File: src/rtl/sensor_pwm_gen.sv
module sensor_pwm_gen #(
  parameter int FIELD_W      = 12,
  parameter int SLOTS        = 1000,
  parameter int DIV_BASE     = 71,
  parameter int DIV_STEP     = 3,
  parameter int CAL_PERIODS  = 100,
  parameter int SENS_BASE    = 64,
  parameter int SENS_SHIFT   = 8,
  parameter int CLAMP_LO_PCT = 7,
  parameter int CLAMP_HI_PCT = 93
) (
  input  logic                      clk,
  input  logic                      rst,
  input  logic signed [FIELD_W-1:0] field_i,
  input  logic [7:0]                sens_trim_i,
  input  logic [8:0]                qdc_trim_i,
  input  logic [3:0]                freq_trim_i,
  input  logic                      cal_en_i,
  output logic                      pwm_o
);

  localparam int SLOT_W  = $clog2(SLOTS + 1);
  localparam int DIV_TOP = DIV_BASE + 15 * DIV_STEP;
  localparam int DIV_W   = $clog2(DIV_TOP + 1);
  localparam int CAL_W   = $clog2(CAL_PERIODS + 1);
  localparam int GAIN_W  = $clog2(SENS_BASE + 256) + 1;
  localparam int PROD_W  = FIELD_W + GAIN_W;
  localparam int SUM_W   = PROD_W + SLOT_W + 10;
  localparam int LO_SLOT = SLOTS * CLAMP_LO_PCT / 100;
  localparam int HI_SLOT = SLOTS * CLAMP_HI_PCT / 100;

  logic              started;
  logic [SLOT_W-1:0] slot_cnt, duty_lat, duty_next;
  logic [DIV_W-1:0]  div_cnt, div_lat, div_next;
  logic [CAL_W-1:0]  cal_cnt;
  logic              slot_end, wrap, in_cal;

  logic signed [GAIN_W-1:0] gain;
  logic signed [PROD_W-1:0] prod;
  logic signed [SUM_W-1:0]  prod_x, scaled, qoff, quies, raw;

  assign gain   = $signed(GAIN_W'(SENS_BASE) + GAIN_W'(sens_trim_i));
  assign prod   = PROD_W'(field_i) * PROD_W'(gain);
  assign prod_x = SUM_W'(prod);
  assign scaled = prod_x >>> SENS_SHIFT;

  assign qoff  = qdc_trim_i[8] ? SUM_W'(0) - SUM_W'(qdc_trim_i[7:0]) - SUM_W'(1)
                               : SUM_W'(qdc_trim_i[7:0]);
  assign quies = SUM_W'(SLOTS / 2) + qoff;

  assign in_cal = cal_en_i && (cal_cnt < CAL_W'(CAL_PERIODS));
  assign raw    = in_cal ? quies : quies + scaled;

  always_comb begin
    if (raw < SUM_W'(LO_SLOT))      duty_next = SLOT_W'(LO_SLOT);
    else if (raw > SUM_W'(HI_SLOT)) duty_next = SLOT_W'(HI_SLOT);
    else                            duty_next = raw[SLOT_W-1:0];
  end

  assign div_next = DIV_W'(DIV_BASE) + DIV_W'(freq_trim_i) * DIV_W'(DIV_STEP);

  assign slot_end = (div_cnt == div_lat - DIV_W'(1));
  assign wrap     = !started || (slot_end && slot_cnt == SLOT_W'(SLOTS - 1));

  always_ff @(posedge clk) begin
    if (rst) begin
      started  <= 1'b0;
      slot_cnt <= '0;
      div_cnt  <= '0;
      duty_lat <= '0;
      div_lat  <= DIV_W'(DIV_BASE);
      cal_cnt  <= '0;
    end else if (wrap) begin
      started  <= 1'b1;
      slot_cnt <= '0;
      div_cnt  <= '0;
      duty_lat <= duty_next;
      div_lat  <= div_next;
      if (cal_cnt < CAL_W'(CAL_PERIODS)) cal_cnt <= cal_cnt + CAL_W'(1);
    end else if (slot_end) begin
      div_cnt  <= '0;
      slot_cnt <= slot_cnt + SLOT_W'(1);
    end else begin
      div_cnt  <= div_cnt + DIV_W'(1);
    end
  end

  assign pwm_o = started && (slot_cnt < duty_lat);

endmodule

File: config.mk
export PLATFORM = sky130hd
export DESIGN_NAME = sensor_pwm_gen
export DESIGN_NICKNAME = d
export VERILOG_FILES = /design/src/rtl/sensor_pwm_gen.sv
export SDC_FILE = /design/constraint.sdc
export NUM_CORES = 1
export LEC_CHECK = 0
export ABC_AREA = 0
export BUFFER_PORTS_ARGS = -buffer_cell sky130_fd_sc_hd__buf_2
export CORE_AREA = 3 3 152 154
export CTS_BUF_LIST = sky130_fd_sc_hd__clkbuf_8
export CTS_CLUSTER_SIZE = 12
export DETAILED_ROUTE_END_ITERATION = 6
export DIE_AREA = 0 0 155 157
export GPL_ROUTABILITY_DRIVEN = 0
export HOLD_SLACK_MARGIN = 0.15
export PLACE_DENSITY = 0.59
export SYNTH_ARGS = -nofsm -noshare
export SYNTH_HDL_FRONTEND = slang
export SYNTH_SLANG_ARGS = --single-unit
File: constraint.sdc
create_clock -name clk -period 17.3 [get_ports clk]
set_input_delay 1.73 -clock clk [delete_from_list [all_inputs] [get_ports clk]]
set_output_delay 1.73 -clock clk [all_outputs]
set_load 0.01 [all_outputs]
Word-level counts from Yosys, hierarchy flattened. Index checks and enable logic that the tools add are counted.

Bits in writable memories: 0. Bits in latches: 0. Word-level logic and storage cells: 36. Memories kept: 0. Memory bits (read-only): 0. Register bits: 42. Input bits: 36.

$add $sub $neg: 10. Multiplexer cells: 4. Equal/unequal tests: 2. Reduce and logical (&&, ||, !) cells: 8. Multiply operators: 2. $lt $le $gt $ge: 4. Divide/modulo/power cells: 0. Shifts and indexed selects: 0. Bitwise operators: 0.

Operators by type and width (count): two-way mux 42 bit (2); adder 10 x 42 -> 42 bit, first input constant (1); adder 42 x 14 -> 42 bit (1); greater-than comparator 42 x 11 -> 1 bit, second input constant (1); less-than comparator 42 x 8 -> 1 bit, second input constant (1); multiplier 12 x 10 -> 22 bit (1); two-way mux 10 bit (2); adder 7 x 1 -> 7 bit, second input constant (2); adder 10 x 1 -> 10 bit, second input constant (1); equality test 10 bit, second input constant (1); less-than comparator 10 bit (1); subtractor 9 x 2 -> 10 bit, second input constant (1); adder 7 x 8 -> 9 bit, first input constant (1); subtractor 1 x 8 -> 9 bit, first input constant (1); adder 7 x 6 -> 7 bit, first input constant (1); equality test 7 bit (1); less-than comparator 7 bit, second input constant (1); subtractor 7 x 1 -> 7 bit, second input constant (1); multiplier 4 x 2 -> 6 bit, second input constant (1); logical AND 1 bit (3); OR reduction 3 bit (1); AND reduction 2 bit (1); OR reduction 2 bit (1); logical NOT 1 bit (1); logical OR 1 bit (1).

Longest topological paths before layout. Gate-level depths: netlist (run 1).

Word-level depth: 9. Mapped depth: 37.

Worst setup path before layout (run 1). No wires, ideal clock.

Kind: input port to flip-flop. Start: input port sens_trim_i[3]. End: register duty_lat[1]. Setup time: 0.133 ns. Setup slack: 7.164 ns. Data arrival time: 10.002 ns. Stages on the path: 36. Buffers on the path: 1. Path through: clkbuf_1 nand2_1 fa_1 inv_1 fa_1 inv_1 fa_1 inv_1 fa_1 inv_1 fa_1 inv_1 ha_1 a21oi_1 a21boi_0 o21bai_1 a21oi_1 o21bai_1 a21oi_1 o21ai_0 a41o_1 o31a_1 nor2_1 xnor2_1 ha_1 nand4_1 or3_1 o21ai_2 o22ai_1 o311a_1 or4_1 nor3_1 nand3_1 a21oi_1 a32o_2 a31oi_1.

Cells in the longest elaborated chain, start to end: 7. Elaborated cells between the ends (all ways): 8. Classes of those cells: add/sub: 2; mul: 1; order compare: 2; mux: 3.

Ends and longest elaborated chain: start: declaration (RTL line 15) `input logic [7:0] sens_trim_i,`; adder 7 x 8 -> 9 bit * (RTL line 42) `assign gain = $signed(GAIN_W'(SENS_BASE) + GAIN_W'(sens_trim_i));`; multiplier 12 x 10 -> 22 bit * (RTL line 43) `assign prod = PROD_W'(field_i) * PROD_W'(gain);`; adder 42 x 14 -> 42 bit * (RTL line 52) `assign raw = in_cal ? quies : quies + scaled;`; two-way mux 42 bit * (RTL line 52); greater-than comparator 42 x 11 -> 1 bit (RTL line 56) `else if (raw > SUM_W'(HI_SLOT)) duty_next = SLOT_W'(HI_SLOT);`; two-way mux 10 bit (RTL line 56); two-way mux 10 bit * (RTL line 55) `if (raw < SUM_W'(LO_SLOT)) duty_next = SLOT_W'(LO_SLOT);`; end signal: assignment (RTL line 77) `duty_lat <= duty_next;`; end: declaration (RTL line 33) `logic [SLOT_W-1:0] slot_cnt, duty_lat, duty_next;`.

Mark *: on every way between the ends. The rest lies on a longest branch, timed or not. A chain may end at the register's enable or synchronous reset.

Worst setup path after layout (run 1).
Start: input port sens_trim_i[6]. End: register duty_lat[1].

The elaborated chain is that of the path after synthesis.

==> impl_metrics.ini, run 1 <==
[finish]
final_cell_count_no_fill = 1532
drive_gt1_frac = 0.0591
area_growth_pct = 4.69
antenna_cells = 0
nets = 1491
finalCoreUtilization = 0.471

[detailed_routing]
drc = 0
drt-total-wl_um = 24000
drtAntennaViolNets = 0
route.met2.wl_um = 10500
dr.max_layer_used = met4
avgViaCountPerCell = 5.73
dr.pass1.iters = 5
wl_met1_um = 12100
vias = 8771
drtIter0Drc = 603
wl_met3_um = 1060
post_drt_wl_per_cell_um = 15.7

[hold_path]
whs_path_depth = 2
worstHoldPathType = reg -> reg

[worst_setup_path]
arrival_ps = 11440
ff2ff_path_depth = 11
critPathMostFrequentCell = inv_1
cp_max_fo = 38
crit_required_ps = 17480
reg2reg_slack_ps = 13520
end_kind = flop
crit_type = in -> reg
crit_path_start_kind = input pin
critPathMaxStageDelay_ps = 610
cpMaxStageDelayCell = ha_1

[clock_network]
ctsResizeCount = 0
clk_pin_slew_ps = 90
worstSkewPairLatency_ps = 310
cts_root_buf = clkbuf_8
postCtsHoldBufs = 0
htreeDepth = 2
cts.sinks = 41
cts_tree = yes
cts.path.max_buffers = 2
cts_buffers = 5
postCtsSetupBuffers = 0

[synth]
synthCells = 1250
avgSynthCellArea_um2 = 7.85
synth_edf_count = 0
syn-cell-area_um2 = 9810
ys_types = 87
synth_top_cell_by_area = fa_1
synth_top_area_frac = 0.192
synth.ff_latch_count = 41
async_reset_ff_frac = 0
synth_area_leaders = fa_1, ha_1, dfxtp_1
ys_seq_area_frac = 0.0836
synth_flop_cell = dfxtp_1
yosysWarnings = 0

[placement]
numPortBuffers = 36
hpwl_um = 19800
placedCellCount = 1524

[floorplan]
die_area_um2 = 24300
die_height_um = 157
ios = 37
rows = 54
coreArea_um2 = 21800
start_util = 0.450
die_w_um = 155

[grt]
grt_usage = 0.204
grt_max_degree = 39
antenna_found_initial = 0
first_global_vias = 8404
gr-total-overflow = 0
grt_pass1_wl_um = 41500

[timing]
min_period_ps = 11260
timing.final.crit_share = 0.651
max_slew_margin = 0.475
skew_ps = 7.35
maxSlewViolCount = 0
setup_viol = 0
fmax_mhz = 88.8
rsz0062_at_grt = no
hold_violations = 0
hold_slack_ps = 477
setup-tns-final_ps = 0
worst_pin_slew_ps = 786

[job]
drv_cap = 0

[run_status]
status = finished, final reports clean
## kinds of logic (layout without fill, tap and decap cells)
family                     count (synthesis)  in the layout  synth area share
and+or+nand+nor                          407            407             0.212
xor gates and xnor gates                  80             80            0.0741
other                                      1              6          0.000382
muxes                                     13             13            0.0136
DFF                                       41             41            0.0836
buffers and inverters                    212            209            0.0852
adders and majority gates                204            204             0.332
AOI/OAI and AO/OA                        292            292             0.199
## placed cells by master, fill, tap and decap left out, drive strengths merged, types with 10 or more instances in the layout
| cell | netlist | routed |
|---|---|---|
| nor3 | 17 | 17 |
| nand2b | 13 | 13 |
| and3 | 11 | 11 |
| nand2 | 114 | 114 |
| inv | 163 | 163 |
| a31oi | 14 | 14 |
| xor2 | 33 | 33 |
| o21bai | 12 | 12 |
| a21o | 26 | 26 |
| o21ai | 56 | 56 |
| o211ai | 14 | 14 |
| nand3 | 31 | 31 |
| dfxtp | 41 | 41 |
| mux2i | 10 | 10 |
| a21oi | 74 | 74 |
| nor2b | 14 | 14 |
| and2 | 50 | 50 |
| xnor2 | 47 | 47 |
| o31ai | 13 | 13 |
| nor2 | 87 | 87 |
| nor4 | 12 | 12 |
| buf | 12 | 38 |
| ha | 110 | 110 |
| fa | 94 | 94 |
| nand4 | 14 | 14 |
## metrics by stage
step / area [µm²] / setup WS [ps]
finish: 10300 / 6040
global route: 10300 / 5370
floorplan: 9830 / 7160
global placement: 10200 / 5880
CTS: 10300 / 6120
detailed placement: 10200 / 5780
## Yosys cell counts (26+ instances only)
| library cell | instances |
|---|---|
| xor2_1 | 32 |
| ha_1 | 110 |
| inv_1 | 162 |
| nand2_1 | 114 |
| a21oi_1 | 74 |
| dfxtp_1 | 41 |
| o21ai_0 | 54 |
| fa_1 | 94 |
| xnor2_1 | 46 |
| and2_1 | 49 |
| nand3_1 | 31 |
| nor2_1 | 87 |
| clkbuf_1 | 36 |
| a21o_1 | 26 |
## path summary, 6_finish.rpt
check / from / endpoint
worst max-delay path: sens_trim_i[6] / duty_lat[1]
worst min-delay path: cal_cnt[6] / cal_cnt[6]
worst max register to register: div_lat[0] / duty_lat[5]
worst min register to register: cal_cnt[6] / cal_cnt[6]
## layout make-up
type | count | area (µm²)
clock inverters | 2 | 37.5
well taps | 280 | 350
flip-flops and latches | 41 | 821
repair buffers | 38 | 195
inverters | 163 | 612
multi-input cells | 1002 | 8180
fillers | 2173 | 11500
clock buffers | 6 | 82.6
## registers in the layout, summed over array words and instances, names as in the netlist
signal	count
div_lat	6
div_cnt	7
duty_lat	10
cal_cnt	7
slot_cnt	10
started	1
## worst max-delay path, delay by kind of cell
kind	cells	cell delay (ps)
AOI/OAI and AO/OA	7	1990
xor gates and xnor gates	1	180
adders and majority gates	8	3740
buffers and inverters	8	1190
and+or+nand+nor	9	2580
## layer usage
layer,up-vias,GRT usage
met1,4214,0.303
met2,230,0.322
li1,4292,-
met3,35,0.0250
met4,0,0.0336
met5,-,0
Power of run 1 is left out: the tool's default activity adds up to more than one toggle a clock period on the data nets, which glitch-free logic cannot reach.
==> run 2: changes to the inputs <==
PLACE_DENSITY = 0.61   (was 0.59)
clock period = 10.3 ns   (was 17.3 ns; I/O delays follow)
==> impl_metrics.ini, run 2 (same netlist as run 1, synthesis figures left out) <==
[grt]
grt_usage = 0.204
grt_max_degree = 22
grt_pass1_wl_um = 41600
first_global_vias = 8470
gr-total-overflow = 0
antenna_found_initial = 0

[worst_setup_path]
cp_max_fo = 13
cpMaxStageDelayCell = fa_1
crit_path_start_kind = input pin
arrival_ps = 9910
critPathMaxStageDelay_ps = 520
end_kind = flop
crit_required_ps = 10490
critPathMostFrequentCell = ha_1
reg2reg_slack_ps = 6620
crit_type = in -> reg

[clock_network]
htreeDepth = 2
cts_tree = yes
postCtsHoldBufs = 0
cts.sinks = 41
cts_root_buf = clkbuf_8
cts.path.max_buffers = 2
cts_buffers = 5
worstSkewPairLatency_ps = 300
clk_pin_slew_ps = 80

[timing]
min_period_ps = 9720
timing.final.crit_share = 0.944
maxSlewViolCount = 0
setup_viol = 0
fmax_mhz = 103
max_slew_margin = 0.487
skew_ps = 4.16
hold_violations = 0
worst_pin_slew_ps = 767

[floorplan]
rows = 54
die_w_um = 155
coreArea_um2 = 21800
start_util = 0.450
die_height_um = 157
ios = 37
die_area_um2 = 24300

[detailed_routing]
drt-total-wl_um = 24400
drtAntennaViolNets = 0
dr.pass1.iters = 5
post_drt_wl_per_cell_um = 15.8
drc = 0
vias = 8826
avgViaCountPerCell = 5.72
drtIter0Drc = 628

[hold_path]
worstHoldPathType = reg -> reg

[finish]
final_common_cell = inv_1
drive_gt1_frac = 0.0697
final_cell_count_no_fill = 1543
reg_top3 = duty_lat x10, slot_cnt x10
antenna_cells = 0
area_growth_pct = 5.48
nFillCells = 2210
stdcell_area_um2 = 10400
nets = 1503
final_cell_mix = inv_1, nand2_1, ha_1

[run_status]
status = finished, final reports clean

[placement]
numPortBuffers = 36
post_dp_cell_area_um2 = 10200
placedCellCount = 1536
hpwl_um = 20000

[job]
drv_cap = 0
==> run 2: worst paths after layout <==
check / end / cells past startpoint / start
worst max register to register: cal_cnt[5] / 13 / div_lat[0]
worst min register to register: div_cnt[0] / 1 / div_cnt[0]
worst max-delay path: duty_lat[5] / 36 / sens_trim_i[6]
worst min-delay path: div_cnt[0] / 1 / div_cnt[0]
==> run 2: metrics by stage <==
stage | setup WS, ps | TNS [ps] | utilization | hold WS [ps]
after global routing | -37.1 | -83.8 | 0.474 | 508
after global placement | 296 | 0 | 0.469 | 453
after detailed placement | 74.2 | 0 | 0.469 | 465
after CTS | 385 | 0 | 0.473 | 483
after floorplan | 864 | 0 | - | 431
final | 580 | 0 | 0.474 | 483
==> run 2: layout make-up <==
| type | instances | area (µm²) | area share |
|---|---|---|---|
| Clock inverter | 1 | 3.75 | 0.000363 |
| Timing Repair Buffer | 50 | 285 | 0.0276 |
| Clock buffer | 6 | 82.6 | 0.00798 |
| Tap cell | 280 | 350 | 0.0338 |
| Sequential cell | 41 | 821 | 0.0793 |
| Inverter | 163 | 612 | 0.0591 |
| Multi-Input combinational cell | 1002 | 8200 | 0.792 |
==> run 2: repair_timing <==
action | in CTS | in global routing
setup buffers | 0 | 0
gates resized for setup | 0 | 5
setup endpoints to repair | 0 | 10
==> run 2: metal layers <==
layer,part of all wire,wire length (µm),track usage
met5,0,0,0
met1,0.48,11800,0.302
met2,0.45,11000,0.331
met4,0.013,307,0.0290
met3,0.053,1290,0.0206
==> run 2: critical path, delay by kind of cell <==
family	cells	cell delay, ps
AOI/OAI and AO/OA	14	2990
adders and majority gates	8	3300
and+or+nand+nor	7	2020
xor gates and xnor gates	1	90
muxes	1	90
buffers and inverters	5	370
Power of run 2 is left out for the same reason.
==> run 3: changes to the inputs <==
CORE_AREA = 10 10 159 161   (was 3 3 152 154)
DIE_AREA = 0 0 169 171   (was 0 0 155 157)
PLACE_DENSITY = 0.66   (was 0.61)
==> impl_metrics.ini, run 3 (same netlist as run 1, synthesis figures left out) <==
[run_status]
status = finished, final reports clean

[clock_network]
postCtsSetupBuffers = 0
cts.path.max_buffers = 2
htreeDepth = 2
cts_tree = yes
cts_root_buf = clkbuf_8
worstSkewPairLatency_ps = 290
ctsResizeCount = 0
clk_pin_slew_ps = 70
cts_buffers = 5
cts.sinks = 41
postCtsHoldBufs = 0

[finish]
stdcell_area_um2 = 10400
finalCoreUtilization = 0.468
final_cell_mix = inv_1, nand2_1, ha_1
antenna_cells = 0
reg_top3 = duty_lat x10, slot_cnt x10
area_growth_pct = 5.92
nFillCells = 2213
drive_gt1_frac = 0.0723
nets = 1511
final_common_cell = inv_1

[worst_setup_path]
end_kind = flop
crit_path_start_kind = input pin
cp_max_fo = 9
crit_type = in -> reg
cpMaxStageDelayCell = fa_1
arrival_ps = 9920
crit_required_ps = 10470
critPathMaxStageDelay_ps = 530

[grt]
grt_pass1_wl_um = 42000
antenna_found_initial = 0
grt_max_degree = 22
grt_usage = 0.171
gr-total-overflow = 0
first_global_vias = 8748

[timing]
worst_pin_slew_ps = 753
skew_ps = 4.53
rsz0062_at_grt = no
maxSlewViolCount = 0
timing.final.crit_share = 0.946
setup-tns-final_ps = 0
fmax_mhz = 103
max_slew_margin = 0.497
setup_viol = 0
hold_violations = 0
hold_slack_ps = 478
min_period_ps = 9740

[detailed_routing]
drtAntennaViolNets = 0
post_drt_wl_per_cell_um = 15.5
drtIter0Drc = 686
drt-total-wl_um = 24200
vias = 8837
dr.pass1.iters = 5
drc = 0
avgViaCountPerCell = 5.68

[floorplan]
ios = 37
start_util = 0.441
die_height_um = 171
coreArea_um2 = 22200
die_w_um = 169
die_area_um2 = 28900
rows = 55

[placement]
numPortBuffers = 36
post_dp_cell_area_um2 = 10300
hpwl_um = 20200

[hold_path]
worstHoldPathType = reg -> reg

[job]
drv_cap = 0
run 3: per-stage QoR:
stage,std cells,setup slack [ps]
2_1_floorplan,1255,864
3_3_place_gp,1549,339
6_report,1557,559
4_1_cts,1557,501
5_1_grt,1557,5.20
3_5_place_dp,1549,205
run 3: worst max-delay path: cells and delay by family:
kind | cells | cell delay (ps)
buf+inv | 7 | 570
compound gates | 15 | 3280
simple gates | 7 | 1650
fa+ha+maj | 7 | 3300
xor+xnor | 1 | 90
run 3: layer usage:
layer	share of wire	vias to the layer above	global-route usage
met2	0.46	255	0.284
met4	0.016	0	0.0304
li1	-	4327	-
met1	0.47	4215	0.236
met5	0	-	0
met3	0.051	40	0.0186
run 3: worst paths after layout:
path | slack [ps] | from | to | depth (start not counted)
worst max-delay path | 560 | field_i[5] | duty_lat[7] | 37
worst min-delay path | 480 | div_cnt[0] | div_cnt[0] | 1
worst max register to register | 6630 | div_lat[0] | cal_cnt[5] | 13
worst min register to register | 480 | div_cnt[0] | div_cnt[0] | 1
run 3: final cells by class:
type / count / area [µm²] / area share
Multi-Input combinational cell: 1002 / 8180 / 0.787
Sequential cell: 41 / 821 / 0.0790
Inverter: 163 / 612 / 0.0589
Tap cell: 285 / 357 / 0.0343
Timing Repair Buffer: 58 / 345 / 0.0332
Clock buffer: 5 / 68.8 / 0.00662
Clock inverter: 3 / 11.3 / 0.00108
Power of run 3 is left out for the same reason.
